File: config.mk
export PLATFORM = sky130hd
export DESIGN_NAME = ucnt_stage
export DESIGN_NICKNAME = d
export VERILOG_FILES = /design/src/rtl/ucnt_pkg.sv /design/src/rtl/ucnt_ctrl.sv /design/src/rtl/ucnt_next.sv /design/src/rtl/ucnt_term.sv /design/src/rtl/ucnt_stage.sv
export SDC_FILE = /design/constraint.sdc
export NUM_CORES = 1
export LEC_CHECK = 0
export BUFFER_PORTS_ARGS = -buffer_cell sky130_fd_sc_hd__buf_2
export CORE_AREA = 10 10 47 49
export CTS_CLUSTER_DIAMETER = 60
export DETAILED_ROUTE_END_ITERATION = 8
export DIE_AREA = 0 0 57 59
export GPL_ROUTABILITY_DRIVEN = 0
export PLACE_DENSITY = 0.46
export SLEW_MARGIN = 25
export SYNTH_ARGS = -nofsm -noshare
export SYNTH_HDL_FRONTEND = slang
export SYNTH_SLANG_ARGS = --single-unit
File: constraint.sdc
create_clock -name clk -period 2 [get_ports clk]
set_input_delay 0.2 -clock clk [delete_from_list [all_inputs] [get_ports clk]]
set_output_delay 0.2 -clock clk [all_outputs]
set_load 0.02 [all_outputs]
File: src/rtl/ucnt_pkg.sv
package ucnt_pkg;

  // Action applied to the state register on the next rising edge.
  typedef enum logic [1:0] {
    OP_HOLD = 2'd0,
    OP_LOAD = 2'd1,
    OP_INC  = 2'd2,
    OP_DEC  = 2'd3
  } ucnt_op_e;

endpackage

File: src/rtl/ucnt_ctrl.sv
module ucnt_ctrl
  import ucnt_pkg::*;
(
  input  logic     load_n,
  input  logic     cnt_en_n,
  input  logic     chain_en_n,
  input  logic     dir_up,
  output ucnt_op_e op
);

  logic advance;

  // Counting needs both enables low; the preset wins over everything.
  assign advance = ~cnt_en_n & ~chain_en_n;

  always_comb begin
    if (!load_n) begin
      op = OP_LOAD;
    end else if (advance) begin
      op = dir_up ? OP_INC : OP_DEC;
    end else begin
      op = OP_HOLD;
    end
  end

endmodule

File: src/rtl/ucnt_next.sv
module ucnt_next
  import ucnt_pkg::*;
#(
  parameter int WIDTH = 4
) (
  input  ucnt_op_e         op,
  input  logic [WIDTH-1:0] cur,
  input  logic [WIDTH-1:0] preset,
  output logic [WIDTH-1:0] nxt
);

  // Bit k toggles when every lower bit is 1 (counting up) or 0 (counting
  // down). All toggles are resolved in parallel, so every bit updates on
  // the same edge.
  logic [WIDTH-1:0] low_ones;
  logic [WIDTH-1:0] low_zeros;
  logic [WIDTH-1:0] flip;

  assign low_ones[0]  = 1'b1;
  assign low_zeros[0] = 1'b1;

  generate
    for (genvar k = 1; k < WIDTH; k++) begin : g_chain
      assign low_ones[k]  = low_ones[k-1]  &  cur[k-1];
      assign low_zeros[k] = low_zeros[k-1] & ~cur[k-1];
    end
  endgenerate

  always_comb begin
    unique case (op)
      OP_INC:  flip = low_ones;
      OP_DEC:  flip = low_zeros;
      default: flip = '0;
    endcase
  end

  assign nxt = (op == OP_LOAD) ? preset : (cur ^ flip);

endmodule

File: src/rtl/ucnt_term.sv
module ucnt_term #(
  parameter int WIDTH = 4
) (
  input  logic [WIDTH-1:0] cur,
  input  logic             dir_up,
  input  logic             chain_en_n,
  output logic             carry_out_n
);

  logic at_top;
  logic at_bottom;
  logic at_end;

  assign at_top      = &cur;
  assign at_bottom   = ~|cur;
  assign at_end      = dir_up ? at_top : at_bottom;
  // Only the chain enable qualifies the flag, so the next stage up sees it
  // within the same cycle.
  assign carry_out_n = ~(at_end & ~chain_en_n);

endmodule

File: src/rtl/ucnt_stage.sv
module ucnt_stage
  import ucnt_pkg::*;
#(
  parameter int WIDTH = 4
) (
  input  logic             clk,
  input  logic             rst_n,
  input  logic             load_n,
  input  logic             cnt_en_n,
  input  logic             chain_en_n,
  input  logic             dir_up,
  input  logic [WIDTH-1:0] data_in,
  output logic [WIDTH-1:0] count_q,
  output logic             carry_out_n
);

  ucnt_op_e         op;
  logic [WIDTH-1:0] state_q;
  logic [WIDTH-1:0] state_d;

  ucnt_ctrl u_ctrl (
    .load_n     (load_n),
    .cnt_en_n   (cnt_en_n),
    .chain_en_n (chain_en_n),
    .dir_up     (dir_up),
    .op         (op)
  );

  ucnt_next #(.WIDTH(WIDTH)) u_next (
    .op     (op),
    .cur    (state_q),
    .preset (data_in),
    .nxt    (state_d)
  );

  ucnt_term #(.WIDTH(WIDTH)) u_term (
    .cur         (state_q),
    .dir_up      (dir_up),
    .chain_en_n  (chain_en_n),
    .carry_out_n (carry_out_n)
  );

  always_ff @(posedge clk or negedge rst_n) begin
    if (!rst_n) begin
      state_q <= '0;
    end else begin
      state_q <= state_d;
    end
  end

  assign count_q = state_q;

endmodule

; ---- Word level (Yosys, flattened, before mapping)
; Cells that the tools add are included.
[classes]
n_eq_ne = 3
mux = 6
bitwise = 13
n_reduce_logical = 3
[op_table]
columns = op, n
row1 = $pmux W4 S2, 1
row2 = $and A1 B1 Y1, 6
row3 = $not A1 Y1, 6
row4 = $eq A2 B2 Y1 const B, 2
row5 = $mux W2, 2
row6 = $mux W4, 1
row7 = $reduce_and A4 Y1, 1
row8 = $reduce_or A4 Y1, 1
row9 = $xor A4 B4 Y4, 1
row10 = $eq A2 B1 Y1 const B, 1
row11 = $mux W1, 2
row12 = $logic_not A1 Y1, 1
[totals]
reg_bits = 4
inputBits = 10
out_inout_bits = 5

; ---- Longest topological paths before layout
; Gate-level depths: netlist of run 1.
[logic_depth]
depth_word = 8
ltp_mapped = 4
mapped_depth_nobuf = 3

; ---- By module
; From an unflattened synthesis of run 1, not the netlist that was laid out.
[hier_totals]
hier_cells = 39
hier_area_um2 = 385.4
[by_module_without_submodules]
columns = module, n_inst, cells_each, area_each_um2, seq_area_each_um2
row1 = ucnt_next, 1, 28, 226.5, 0.0
row2 = ucnt_stage, 1, 4, 100.1, 100.1
row3 = ucnt_term, 1, 5, 38.8, 0.0
row4 = ucnt_ctrl, 1, 2, 20.0, 0.0

; ---- Least setup slack after synthesis of run 1
; Ideal clock, no wire load.
[synth_timing]
path_type = register -> output
startpoint = register state_q[0], in the netlist count_q[0]
endpoint = output port carry_out_n
t_arrival_ns = 1.345
t_required_ns = 1.800
slack_ns = 0.455
path_stages_with_launch = 4
cell_sequence = dfrtp_1 or4_4 mux2i_1 nand2b_1
[synth_between]
elab_chain_len = 5
[synth_rtl]
columns = item, line
row1 = from (decl), ucnt_stage.sv:18  ; logic [WIDTH-1:0] state_q;
row2 = from (signal assigned), ucnt_stage.sv:47  ; state_q <= state_d;
row3 = $reduce_or A4 Y1, ucnt_term.sv:15  ; assign at_bottom = ~|cur;
row4 = $logic_not A1 Y1, ucnt_term.sv:15
row5 = $mux W1 *, ucnt_term.sv:16  ; assign at_end = dir_up ? at_top : at_bottom;
row6 = $and A1 B1 Y1 *, ucnt_term.sv:19  ; assign carry_out_n = ~(at_end & ~chain_en_n);
row7 = $not A1 Y1 *, ucnt_term.sv:19
row8 = to (decl), ucnt_stage.sv:14  ; output logic carry_out_n
; Every way passes the cells marked *; elsewhere a longest branch is shown, timed or not.

; ---- Worst setup path after layout of run 1
; Same ends and word-level chain as after synthesis.

==> impl_results.md, run 1 <==
* First-pass GRT wire length at 1360 µm
* DR DRC count at 0
* Total global routing overflow at 0
* Net Sw Power at 0.0942 mW
* Mapped Area at 287 µm²
* Drt pass-1 iters at 2
* Yosys Warn Count at 0
* Synth Area in XOR/XNOR at 0.0611
* H-tree depth at 1
* Cell Area, Placed at 373 µm²
* Core Box Area at 0.00140 mm²
* Synth Area in Compound Gates at 0.201
* Area delta synth->final at 41.5%
* Top post-synthesis cells by count: dfrtp_1, nand4_1, nor2_1
* Adder-cell share of the synthesized area at 0
* Via-to-Cell Ratio at 4.60
* Root buffer selected by CTS: clkbuf_4
* Main flop type after synthesis: dfrtp_1
* Worst reg-to-reg setup slack at 0.50 ns
* Worst Clk Skew at 0.00350 ns
* Initial drt markers at 2
* Max-Cap Viols at 0
* Post-synth ARST share at 1.00
* Internal at 0.197 mW
* Power Density at 718 mW/mm²
* Final Slew Violations at 0
* Number of flip-flops in the largest register at 4
* Post-synthesis simple-gate area fraction at 0.328
* Final ANT Viol Nets at 0
* Area of the multi-input gates at 179 µm²
* Setup Viol. Count Final at 0
* Placement row count at 14
* DR WL/cell at 12.4 µm
* Clk sink count at 4
* Worst-path clk slew at 0.04 ns
* Clock Tree Buf Depth at 2
* Die span in x at 57 µm
* Final Instance Area at 405 µm²
* Critical path launch point type: register
* Gate power share at 0.287
* Clk_lat worst skew at 0.23 ns
* Sequential group share of total power at 0.382
* Fin crit share at 0.906
* I/O Pins at 15
* Cell taking the most area after synthesis: dfrtp_1
* Worst Path Buf+Inv at 1
* Top-area cell type share of the netlist area at 0.349
* Initial core utilization at 0.204
* Maximum vdd ir drop at 0.146 mV
* Die area at 0.00336 mm²
* PortBufs at 14
* TritonCTS Buffers at 3
* Setup tns final at 0 ns
* Switch share at 0.324
* Routed Wire Length at 806 µm
* Largest delay contributor family on the critical path: simple AND/OR/NAND/NOR gates
* Outcome: finished, final reports clean
* Antenna Cells at 0
* FMAX at 552 MHz
* Synthesized area per cell at 8.95 µm²
* Via count at 299
* Mux contribution to synthesized area at 0.0349
* Slew headroom at 0.806
* Final core occ at 0.289
* Data required, critical path at 1.80 ns
* Largest family of logic cells by synthesized area: simple AND/OR/NAND/NOR gates
* GRT Util Overall at 0.0511
* Worst setup EP type: output pin
* Total Nets Final at 61
* Vias in the first global route at 310
* Slew @ Worst Pin at 0.284 ns
* CP Max Fanout at 7
* Synth area leaders: dfrtp_1, nand4_1, a2bb2oi_1
* Clock power share at 0.331
* Layout cells sized above 1 at 0.408
* CTS-repair resized insts at 0
* Minimum clock period at 1.81 ns
* Register area at 100 µm²
* Final hold violations at 0
* Crit-path cells: or4_4 > mux2i_1 > nand2b_1 > buf_2
* Lkg Pwr at 0.176 nW
* CP max stage cell: or4_4
* Class of the worst hold path: in -> reg
* Most common cell in the netlist: dfrtp_1
* Seq cells post-synth at 4
* RSZ-0062 raised after global routing: false
* Cells after Synth at 32
* Largest net degree at the start of global routing at 10
* Fillers at 159
* Seq/Total Area, Yosys at 0.349
* CP arrival at 1.61 ns
* Post-synthesis cell type count at 21
* Die height at 59 µm
* CTS tree: done
* Biggest cell delay along the critical path at 0.56 ns
* Syn nets at 42
* Crit path kind: reg -> out
* Post-synth EDFFs at 0
* Initial antenna violation count at 0
what timing repair did:
item                                    CTS  global route
setup buffers                             0             0
hold buffers                              1             0
endpoints found under the setup margin    0             0
endpoints found under the hold margin     4             0
power by group through the flow:
stage               sequential [mW]  clock (mW)  combinational, mW
finish                        0.111      0.0964             0.0834
global route                  0.115       0.106             0.0936
CTS                           0.111       0.101             0.0847
detailed placement            0.112           0             0.0831
global placement              0.112           0             0.0829
floorplan                     0.124           0             0.0380
cell type report:
cell class / instances / area share
Inverter: 1 / 0.00926
Tap cell: 16 / 0.0494
Clock buffer: 3 / 0.0556
Multi-Input combinational cell: 26 / 0.441
Timing Repair Buffer: 15 / 0.198
Sequential cell: 4 / 0.247
worst register-to-register path, stage by stage (launching register included):
cell	delay (ns)
dfrtp_1	0.44
or4_4	0.56
a2111oi_2	0.29
nand3b_1	0.15
per-layer routing:
layer  global-route usage  part of all wire  vias up  wire, µm
li1                     -                 -      156         -
met1               0.0562              0.46      132       373
met2               0.0682              0.43        9       344
met3               0.0258             0.081        2        65
met4               0.0503             0.029        0        23
met5                    0                 0        -         0
through the flow:
stage          power (mW)  hold WS [ns]  worst slack [ns]  cells
6_report            0.291         0.214             0.188     65
5_1_grt             0.315         0.240             0.115     65
4_1_cts             0.297         0.212             0.174     65
3_5_place_dp        0.196        0.0133             0.415     61
3_3_place_gp        0.195        0.0126             0.428     61
2_1_floorplan       0.162       -0.0956             0.455     32
cells by family (layout without fill, tap and decap cells):
logic type,count (synthesis),after routing
xor+xnor,2,2
mux,1,1
simple gates,16,16
flops,4,4
buf+inv,2,19
compound gates,7,7
final timing paths:
check / start / endpoint / cells after the start
max: count_q[0] / carry_out_n / 4
min: data_in[2] / count_q[2] / 3
max reg2reg: count_q[0] / count_q[3] / 3
min reg2reg: count_q[2] / count_q[2] / 2
max in group asynchronous: rst_n / count_q[0] / 2
min in group asynchronous: rst_n / count_q[2] / 2
placed cells by master (no fill, tap or decap):
master and n:
or3_1 2, nand3b_1 2, nand4_1 3, mux2i_1 1, a2111oi_2 1, o21ai_0 1
xor2_1 1, buf_2 14, dfrtp_1 4, nand3_1 1, inv_1 1, a2bb2oi_1 2
or4_4 1, nand2_1 2, a21oi_1 1, a2111oi_0 1, clkbuf_4 3, or2_2 1
xnor2_1 1, nand2b_1 1, nor2_1 3, dlygate4sd3_1 1, a31oi_1 1
Note: power is estimated with default switching activity, not from simulation.
==> inputs of run 2 (changes only) <==
--- a/config.mk
+++ b/config.mk
@@ -6,12 +6,15 @@
 export NUM_CORES = 1
 export LEC_CHECK = 0
 export BUFFER_PORTS_ARGS = -buffer_cell sky130_fd_sc_hd__buf_2
+export CELL_PAD_IN_SITES_DETAIL_PLACEMENT = 0
+export CELL_PAD_IN_SITES_GLOBAL_PLACEMENT = 1
 export CORE_AREA = 10 10 47 49
 export CTS_CLUSTER_DIAMETER = 60
 export DETAILED_ROUTE_END_ITERATION = 8
 export DIE_AREA = 0 0 57 59
 export GPL_ROUTABILITY_DRIVEN = 0
-export PLACE_DENSITY = 0.46
+export PLACE_DENSITY = 0.6
+export REMOVE_ABC_BUFFERS = 1
 export SLEW_MARGIN = 25
 export SYNTH_ARGS = -nofsm -noshare
 export SYNTH_HDL_FRONTEND = slang
==> impl_results.md, run 2 (synthesized netlist as in run 1, its figures left out) <==
* CP arrival at 1.59 ns (was 1.61 ns)
* Final Slew Violations at 0 (unchanged)
* Layout cells sized above 1 at 0.408 (unchanged)
* Clock Tree Buf Depth at 2 (unchanged)
* Antenna Cells at 0 (unchanged)
* DR DRC count at 0 (unchanged)
* Leading cell types in the layout, fill and taps excluded: buf_2, dfrtp_1, nand4_1, nor2_1, clkbuf_4 (unchanged)
* Final Power at 0.292 mW (was 0.291 mW)
* Core Box Area at 0.00140 mm² (unchanged)
* RSZ-0062 raised after global routing: false (unchanged)
* CTS tree: done (unchanged)
* Final core occ at 0.289 (unchanged)
* Post-CTS Setup Bufs at 0 (unchanged)
* Slew @ Worst Pin at 0.316 ns (was 0.284 ns)
* Crit path kind: reg -> out (unchanged)
* Setup tns final at 0 ns (unchanged)
* Maximum vdd ir drop at 0.279 mV (was 0.146 mV)
* R2r startpoint: count_q[0] (unchanged)
* Initial core utilization at 0.204 (unchanged)
* Slew headroom at 0.784 (was 0.806)
* Reg-to-Reg End: count_q[3] (unchanged)
* Total Nets Final at 61 (unchanged)
* TritonCTS Buffers at 3 (unchanged)
* Power Density at 719 mW/mm² (was 718 mW/mm²)
* Number of flip-flops in the largest register at 4 (unchanged)
* FMAX at 558 MHz (was 552 MHz)
* First-pass GRT wire length at 1390 µm (was 1360 µm)
* Worst Reg2Reg Path Length in Cells at 3 (unchanged)
* Via count at 309 (was 299)
* Worst-path clk slew at 0.04 ns (about the same)
* Drt pass-1 iters at 4 (was 2)
* H-tree depth at 1 (unchanged)
* Clk_lat worst skew at 0.23 ns (about the same)
* Die span in x at 57 µm (unchanged)
* Area delta synth->final at 41.5% (unchanged)
* Setup Viol. Count Final at 0 (unchanged)
* Root buffer selected by CTS: clkbuf_4 (unchanged)
* Worst setup path endpoint: carry_out_n (unchanged)
* Largest net degree at the start of global routing at 10 (unchanged)
* Outcome: finished, final reports clean (unchanged)
* Worst reg-to-reg setup slack at 0.47 ns (was 0.50 ns)
* Worst setup EP type: output pin (unchanged)
* Initial antenna violation count at 0 (unchanged)
* Final ANT Viol Nets at 0 (unchanged)
* GRT Util Overall at 0.0541 (was 0.0511)
* Min Hold Slack at 0.220 ns (was 0.214 ns)
* Fin crit share at 0.897 (was 0.906)
* Setup ws final at 0.206 ns (was 0.188 ns)
* Critical path launch point type: register (unchanged)
* CTS-repair resized insts at 0 (unchanged)
* DP Worst Slack at 0.440 ns (was 0.415 ns)
* Data required, critical path at 1.80 ns (about the same)
* I/O Pins at 15 (unchanged)
* Lkg Pwr at 0.176 nW (unchanged)
* Class of the worst hold path: in -> reg (unchanged)
* Minimum clock period at 1.79 ns (was 1.81 ns)
* DR WL/cell at 12.3 µm (was 12.4 µm)
* Fillers at 152 (was 159)
* Initial drt markers at 7 (was 2)
* Vias in the first global route at 321 (was 310)
* Die area at 0.00336 mm² (unchanged)
* Worst Clk Skew at 0.00162 ns (was 0.00350 ns)
* Routed Wire Length at 802 µm (was 806 µm)
* Max-Cap Viols at 0 (unchanged)
* Placement row count at 14 (unchanged)
* PortBufs at 14 (unchanged)
* Die height at 59 µm (unchanged)
* Total global routing overflow at 0 (unchanged)
* Via-to-Cell Ratio at 4.75 (was 4.60)
* Commonest non-fill, non-tap cell in the layout: buf_2 (unchanged)
* CP Max Fanout at 7 (unchanged)
* Crit path launch: count_q[0] (unchanged)
* Clk sink count at 4 (unchanged)
* Final hold violations at 0 (unchanged)
## run 2: worst min path at each step
stage	endpoint	from	cells past startpoint
2_1_floorplan	count_q[0]	rst_n	0
6_report	count_q[2]	data_in[2]	3
3_5_place_dp	count_q[3]	rst_n	1
3_3_place_gp	count_q[3]	rst_n	1
5_1_grt	count_q[2]	data_in[2]	3
4_1_cts	count_q[2]	data_in[2]	3
## run 2: cell type report
cell class	count	area (µm²)	area share
tap	16	20.0	0.0494
sequential	4	100	0.247
inverter	1	3.75	0.00926
clock buffer	3	22.5	0.0556
timing repair buffer	15	80.1	0.198
multi-input combinational	26	179	0.441
## run 2: what timing repair did
item | 4_1_cts | 5_1_grt
hold buffers | 1 | 0
endpoints found under the hold margin | 4 | 0
endpoints found under the setup margin | 0 | 0
## run 2: metrics by stage
step / cell area, µm² / instances
floorplan: 283 / 31
global placement: 373 / 61
detailed placement: 373 / 61
CTS: 405 / 65
global route: 405 / 65
finish: 405 / 65
## run 2: per-layer routing
| metal | part of all wire | wire length [µm] | track usage | up-vias |
|---|---|---|---|---|
| met5 | 0 | 0 | 0 | - |
| met3 | 0.074 | 59 | 0.0322 | 2 |
| li1 | - | - | - | 159 |
| met1 | 0.46 | 369 | 0.0526 | 140 |
| met4 | 0.011 | 9 | 0.0503 | 0 |
| met2 | 0.45 | 364 | 0.0791 | 8 |
## run 2: report_power, final
| part | leakage (nW) | total, mW | switching, mW | internal [mW] |
|---|---|---|---|---|
| registers | 0.0455 | 0.111 | 0.0185 | 0.0928 |
| logic | 0.117 | 0.0838 | 0.0466 | 0.0371 |
| clock network | 0.0138 | 0.0964 | 0.0296 | 0.0669 |
## run 2: critical path, cell delays in order (launching register included)
cell,delay (ns)
dfrtp_1,0.44
or4_4,0.56
mux2i_1,0.15
nand2b_1,0.06
buf_2,0.15
